===== config.mk =====
export PLATFORM = sky130hd
export DESIGN_NAME = gpio_irq_ctrl
export DESIGN_NICKNAME = d
export VERILOG_FILES = /design/src/rtl/gpio_irq_pkg.sv /design/src/rtl/gpio_in_sync.sv /design/src/rtl/gpio_cfg_regs.sv /design/src/rtl/gpio_irq_detect.sv /design/src/rtl/gpio_irq_ctrl.sv
export SDC_FILE = /design/constraint.sdc
export NUM_CORES = 1
export LEC_CHECK = 0
export BUFFER_PORTS_ARGS = -buffer_cell sky130_fd_sc_hd__buf_2
export CORE_UTILIZATION = 25
export DETAILED_ROUTE_END_ITERATION = 8
export GPL_ROUTABILITY_DRIVEN = 0
export PLACE_DENSITY_LB_ADDON = 0.05
export SYNTH_ARGS = -nofsm -noshare
export SYNTH_HDL_FRONTEND = slang
export SYNTH_SLANG_ARGS = --single-unit

===== constraint.sdc =====
create_clock -name clk -period 1.5 [get_ports clk]
set_input_delay 0 -clock clk [delete_from_list [all_inputs] [get_ports clk]]
set_output_delay 0 -clock clk [all_outputs]
set_load 0.01 [all_outputs]

===== src/rtl/gpio_irq_pkg.sv =====
package gpio_irq_pkg;

    localparam int BUS_W = 32;

    localparam logic [7:0] OFS_DIR  = 8'h00;
    localparam logic [7:0] OFS_IN   = 8'h04;
    localparam logic [7:0] OFS_SET  = 8'h0C;
    localparam logic [7:0] OFS_CLR  = 8'h10;
    localparam logic [7:0] OFS_EN   = 8'h14;
    localparam logic [7:0] OFS_TYPE = 8'h18;
    localparam logic [7:0] OFS_POL  = 8'h1C;
    localparam logic [7:0] OFS_PEND = 8'h20;
    localparam logic [7:0] OFS_MASK = 8'h24;

    typedef enum logic [3:0] {
        SEL_DIR, SEL_IN, SEL_SET, SEL_CLR, SEL_EN,
        SEL_TYPE, SEL_POL, SEL_PEND, SEL_MASK, SEL_NONE
    } reg_sel_e;

    typedef struct packed {
        logic [BUS_W-1:0] dir;
        logic [BUS_W-1:0] out;
        logic [BUS_W-1:0] en;
        logic [BUS_W-1:0] trig_level;
        logic [BUS_W-1:0] pol;
        logic [BUS_W-1:0] mask;
    } gpio_cfg_t;

    function automatic reg_sel_e decode_sel(input logic [7:0] a);
        case (a)
            OFS_DIR:  return SEL_DIR;
            OFS_IN:   return SEL_IN;
            OFS_SET:  return SEL_SET;
            OFS_CLR:  return SEL_CLR;
            OFS_EN:   return SEL_EN;
            OFS_TYPE: return SEL_TYPE;
            OFS_POL:  return SEL_POL;
            OFS_PEND: return SEL_PEND;
            OFS_MASK: return SEL_MASK;
            default:  return SEL_NONE;
        endcase
    endfunction

    function automatic logic [BUS_W-1:0] pin_mask(input int n);
        logic [BUS_W-1:0] m;
        m = '0;
        for (int i = 0; i < BUS_W; i++) begin
            if (i < n) m[i] = 1'b1;
        end
        return m;
    endfunction

endpackage


===== src/rtl/gpio_in_sync.sv =====
module gpio_in_sync #(
    parameter int NUM_PINS = 16
) (
    input  logic                clk,
    input  logic                rst,
    input  logic [NUM_PINS-1:0] pin_in,
    output logic [NUM_PINS-1:0] cur,
    output logic [NUM_PINS-1:0] prev
);
    logic [NUM_PINS-1:0] meta_q;
    logic [NUM_PINS-1:0] sync_q;
    logic [NUM_PINS-1:0] prev_q;

    always_ff @(posedge clk) begin
        if (rst) begin
            meta_q <= '0;
            sync_q <= '0;
            prev_q <= '0;
        end else begin
            meta_q <= pin_in;
            sync_q <= meta_q;
            prev_q <= sync_q;
        end
    end

    assign cur  = sync_q;
    assign prev = prev_q;
endmodule


===== src/rtl/gpio_cfg_regs.sv =====
module gpio_cfg_regs
    import gpio_irq_pkg::*;
#(
    parameter int NUM_PINS   = 16,
    parameter bit DIR_INVERT = 1'b0
) (
    input  logic             clk,
    input  logic             rst,
    input  logic             wr,
    input  reg_sel_e         sel,
    input  logic [BUS_W-1:0] wdata,
    output gpio_cfg_t        cfg,
    output logic [BUS_W-1:0] w1c
);
    localparam logic [BUS_W-1:0] PMASK   = pin_mask(NUM_PINS);
    localparam logic [BUS_W-1:0] DIR_RST = DIR_INVERT ? PMASK : '0;

    gpio_cfg_t        cfg_q;
    logic [BUS_W-1:0] wd;

    assign wd = wdata & PMASK;

    always_ff @(posedge clk) begin
        if (rst) begin
            cfg_q            <= '0;
            cfg_q.dir        <= DIR_RST;
        end else if (wr) begin
            case (sel)
                SEL_DIR:  cfg_q.dir        <= wd;
                SEL_SET:  cfg_q.out        <= cfg_q.out | wd;
                SEL_CLR:  cfg_q.out        <= cfg_q.out & ~wd;
                SEL_EN:   cfg_q.en         <= wd;
                SEL_TYPE: cfg_q.trig_level <= wd;
                SEL_POL:  cfg_q.pol        <= wd;
                SEL_MASK: cfg_q.mask       <= wd;
                default:  ;
            endcase
        end
    end

    assign cfg = cfg_q;
    assign w1c = (wr && sel == SEL_PEND) ? wd : '0;
endmodule


===== src/rtl/gpio_irq_detect.sv =====
module gpio_irq_detect
    import gpio_irq_pkg::*;
#(
    parameter int NUM_PINS = 16
) (
    input  logic                clk,
    input  logic                rst,
    input  logic [NUM_PINS-1:0] cur,
    input  logic [NUM_PINS-1:0] prev,
    input  gpio_cfg_t           cfg,
    input  logic [BUS_W-1:0]    w1c,
    output logic [BUS_W-1:0]    pend,
    output logic                irq
);
    logic [BUS_W-1:0] pend_q;

    for (genvar i = 0; i < BUS_W; i++) begin : g_pin
        if (i < NUM_PINS) begin : g_live
            logic rise, fall, hit, lvl;
            assign rise = cur[i] & ~prev[i];
            assign fall = ~cur[i] & prev[i];
            assign hit  = cfg.en[i] & (cfg.pol[i] ? rise : fall);
            assign lvl  = cfg.en[i] & (cur[i] == cfg.pol[i]);
            always_ff @(posedge clk) begin
                if (rst)                    pend_q[i] <= 1'b0;
                else if (cfg.trig_level[i]) pend_q[i] <= lvl;
                else                        pend_q[i] <= (pend_q[i] & ~w1c[i]) | hit;
            end
        end else begin : g_tie
            assign pend_q[i] = 1'b0;
        end
    end

    always_ff @(posedge clk) begin
        if (rst) irq <= 1'b0;
        else     irq <= |(pend_q & cfg.en & cfg.mask);
    end

    assign pend = pend_q;
endmodule


===== src/rtl/gpio_irq_ctrl.sv =====
module gpio_irq_ctrl
    import gpio_irq_pkg::*;
#(
    parameter int NUM_PINS   = 16,
    parameter bit DIR_INVERT = 1'b0,
    parameter int ADDR_W     = 8
) (
    input  logic                clk,
    input  logic                rst,
    input  logic [ADDR_W-1:0]   bus_addr,
    input  logic                bus_wr,
    input  logic [31:0]         bus_wdata,
    input  logic                bus_rd,
    output logic [31:0]         bus_rdata,
    input  logic [NUM_PINS-1:0] pin_in,
    output logic [NUM_PINS-1:0] pin_out,
    output logic [NUM_PINS-1:0] pin_oe,
    output logic                irq
);
    if (NUM_PINS < 1 || NUM_PINS > 31) begin : g_bad_pins
        $error("NUM_PINS must be 1..31");
    end
    if (ADDR_W < 6 || ADDR_W > 8) begin : g_bad_addr
        $error("ADDR_W must be 6..8");
    end

    reg_sel_e            sel;
    gpio_cfg_t           cfg;
    logic [BUS_W-1:0]    w1c;
    logic [BUS_W-1:0]    pend_vec;
    logic [NUM_PINS-1:0] cur, prev;
    logic [BUS_W-1:0]    in_vec;
    logic [BUS_W-1:0]    rd_mux;
    logic [BUS_W-1:0]    rdata_q;

    assign sel    = decode_sel(8'(bus_addr));
    assign in_vec = BUS_W'(cur);

    gpio_in_sync #(.NUM_PINS(NUM_PINS)) u_sync (
        .clk(clk), .rst(rst), .pin_in(pin_in), .cur(cur), .prev(prev)
    );

    gpio_cfg_regs #(.NUM_PINS(NUM_PINS), .DIR_INVERT(DIR_INVERT)) u_regs (
        .clk(clk), .rst(rst), .wr(bus_wr), .sel(sel), .wdata(bus_wdata),
        .cfg(cfg), .w1c(w1c)
    );

    gpio_irq_detect #(.NUM_PINS(NUM_PINS)) u_detect (
        .clk(clk), .rst(rst), .cur(cur), .prev(prev), .cfg(cfg),
        .w1c(w1c), .pend(pend_vec), .irq(irq)
    );

    always_comb begin
        case (sel)
            SEL_DIR:          rd_mux = cfg.dir;
            SEL_IN:           rd_mux = in_vec;
            SEL_SET, SEL_CLR: rd_mux = cfg.out;
            SEL_EN:           rd_mux = cfg.en;
            SEL_TYPE:         rd_mux = cfg.trig_level;
            SEL_POL:          rd_mux = cfg.pol;
            SEL_PEND:         rd_mux = pend_vec;
            SEL_MASK:         rd_mux = cfg.mask;
            default:          rd_mux = '0;
        endcase
    end

    always_ff @(posedge clk) begin
        if (rst)         rdata_q <= '0;
        else if (bus_rd) rdata_q <= rd_mux;
        else             rdata_q <= '0;
    end

    assign bus_rdata = rdata_q;
    assign pin_out   = cfg.out[NUM_PINS-1:0];
    assign pin_oe    = DIR_INVERT ? ~cfg.dir[NUM_PINS-1:0] : cfg.dir[NUM_PINS-1:0];
endmodule


==> flow_metrics.tcl <==
set metrics [dict create \
    outcome "complete, no violations" \
    htree_levels 4 \
    setup_viol 0 \
    min_path_type "primary input to register" \
    rr_endpoint "bus_rdata[9]$_SDFF_PP0_" \
    postPlaceCellArea_mm2 0.00958 \
    ant_nets 0 \
    rr_worst_depth 4 \
    path_max_fanout 2 \
    antenna_found_initial 0 \
    period_share_pct 95.1 \
    die_w_um 183 \
    dr.pass1.iters 5 \
    synth_flop_cell "dfxtp_1" \
    clk_path_buf_depth 2 \
    core_area_mm2 0.0318 \
    intPower_mw 7.88 \
    placed_cells 1427 \
    cts.clk_slew.worst_paths_ns 0.07 \
    synth_cells 899 \
    crit_type "register to register" \
    cp.arrival_ns 1.77 \
    synthToLayoutAreaGrowth_pct 30.1 \
    whs_ns 0.125 \
    grt-ovfl-total 0 \
    synth.largest_area_cell "dfxtp_1" \
    wire_per_inst_um 20.4 \
    worstMarginPinSlew_ns 0.808 \
    cts_tree "built" \
    drv_slew 0 \
    syn_area_mm2 0.00815 \
    max_clock_freq_mhz 701 \
    pwr_density_cell_mw_per_mm2 973 \
    crit_required_ns 1.85 \
    clock_latency_ns 0.45 \
    min_from "bus_rd" \
    max_slew_margin_pct 46.1 \
    r2r_slack_ns 0.07 \
    p_leak_nw 4.31 \
    drv_cap 0 \
    r2r-start "u_regs.cfg[169]$_SDFFE_PP0P_" \
    async_reset_ff_share_pct 0 \
    skew_ns 0.0114 \
    ctsRootBufferMaster "clkbuf_16" \
    io_buffers 92 \
    place_ws_ns -0.252 \
    power.total_mw 10.3 \
    clkPwrFrac_pct 46.1 \
    synth_top_cell_area_share_pct 43.5 \
    setup.worst_path.start_class "register" \
    ys_seq_elements 177 \
    period_needed_ns 1.43 \
    rsz0062_at_grt "false" \
    grt_use_total_pct 18.6 \
    num_rows 65 \
    num_vias 7042 \
    numCtsBuffers 17 \
    synth.distinct_cells 61 \
    setup_ws_ns 0.0740 \
    pwr-share-seq_pct 46.5 \
    diodes 0 \
    cts.sinks 177 \
    avgSynthCellArea_um2 9.07 \
    combinationalPowerShare_pct 7.3 \
    drt_iter0_markers 514 \
    end_kind "register" \
    hold_viol 0 \
    grt_pass1_wl_um 44900 \
    grt_pass1_vias 6595 \
    yosysWarnings 0 \
    die_h_um 183 \
    ir_drop_mv 0.802 \
    setup_tns_ns 0 \
    cp-startpoint "u_regs.cfg[169]$_SDFFE_PP0P_" \
    min_path_cells 4 \
    whs_endpoint "bus_rdata[14]$_SDFF_PP0_" \
    switchingPower_mw 2.44 \
    synth_edf_count 0 \
    vias_per_cell 4.72 \
    instances_no_fill 1491 \
    grt_max_degree 162 \
    swShare_pct 23.6 \
    yosysSeqAreaShare_pct 43.5 \
    fin_area_mm2 0.0106 \
    boundaryPins 125 \
    nets 1103 \
    drive_gt1_share_pct 25.4 \
    wirelength_um 30400 \
    drc_errors 0 \
    start_util_pct 25.6 \
    synth_area_leaders "dfxtp_1 (43%), mux2i_1 (8.7%), buf_4 (4.4%)" \
    final_util_pct 33.3 \
    yosysMostFrequentCell "dfxtp_1" \
    design.die.area_mm2 0.0333 \
    dp_hpwl_um 22500 \
    post_cts_buffers 0 \
    ys_top_cells_by_count "dfxtp_1 (177), nand2_1 (77), nor2_1 (73)" \
]
[layout by cell type (no fill, tap or decap), types with 4 or more instances in the layout]
cell type / instances
a2111oi_4: 4
a211oi_1: 19
a21o_1: 6
a21oi_1: 40
a221oi_1: 19
a22o_1: 7
a22oi_1: 16
a311oi_1: 16
a31oi_1: 8
a32oi_1: 6
and3_1: 5
buf_12: 13
buf_2: 91
buf_4: 98
clkbuf_16: 17
clkbuf_8: 4
conb_1: 16
dfxtp_1: 173
dfxtp_2: 4
dlygate4sd3_1: 32
inv_1: 7
mux2_2: 10
mux2i_1: 71
nand2_1: 77
nand2b_1: 16
nand3_1: 32
nand3b_1: 4
nand4_1: 22
nor2_1: 72
nor2b_1: 53
o21ai_0: 4
o22ai_1: 18
xnor2_1: 16
[per-layer routing]
| metal | share of wire [%] | routed length, µm | GRT usage (%) | vias to the layer above |
|---|---|---|---|---|
| met1 | 54 | 16400 | 28.6 | 3376 |
| li1 | - | - | - | 3457 |
| met5 | 0 | 0 | 0 | - |
| met4 | 1.4 | 416 | 4.77 | 0 |
| met3 | 4.3 | 1300 | 3.65 | 18 |
| met2 | 40 | 12300 | 25.6 | 191 |
[power groups by stage]
stage | Sequential (mW) | Combinational [mW] | Clock (mW)
2_1_floorplan | 4.89 | 0.380 | 0
3_3_place_gp | 4.91 | 0.693 | 0
3_5_place_dp | 4.91 | 0.687 | 0
4_1_cts | 4.80 | 0.759 | 4.93
5_1_grt | 4.81 | 0.813 | 5.14
6_report | 4.80 | 0.757 | 4.76
[timing repair]
item,CTS,global route
hold endpoints to repair,112,0
setup endpoints to repair,4,4
pin swaps,4,4
gates resized for setup,15,4
hold buffers,32,0
[flip-flops by register name (all words and copies together), names as in the netlist, named ones only]
signal	cells
u_detect.irq	1
u_sync.cur	16
u_sync.prev	16
u_sync.meta_q	16
bus_rdata	16
u_detect.pend	16
u_regs.cfg	80
[worst max path at each step]
stage / cells after the start / slack (ns) / end
CTS: 4 / 0.006 / bus_rdata[2]$_SDFF_PP0_
global placement: 6 / -0.32 / bus_rdata[9]$_SDFF_PP0_
floorplan: 6 / 0.003 / u_regs.cfg[0]$_SDFFE_PP0P_
global route: 4 / 0.006 / bus_rdata[9]$_SDFF_PP0_
finish: 4 / 0.07 / bus_rdata[9]$_SDFF_PP0_
detailed placement: 4 / -0.25 / register
[cell type report]
cell class                      count  area (µm²)
Tap cell                          435         544
Sequential cell                   177        3550
Timing Repair Buffer              234        1770
Clock buffer                       24         492
Fill cell                        3317       21200
Inverter                            7        26.3
Clock inverter                      8         125
Multi-Input combinational cell    606        4100
[cells by family after synthesis]
kind of cell / Yosys count / share of synthesized area [%]
buf+inv: 131 / 8.49
xor+xnor: 17 / 1.83
flops: 177 / 43.5
other cells: 1 / 0.0460
mux: 81 / 10.1
simple gates: 310 / 19.7
compound gates: 182 / 16.4
[critical path, cell delays in order (launching register included)]
cell and delay (ns):
dfxtp_2 0.33, or3b_4 0.39, a2111oi_4 0.29, a221oi_1 0.08, a31oi_1 0.23
Power figures use the tool's default switching activity.
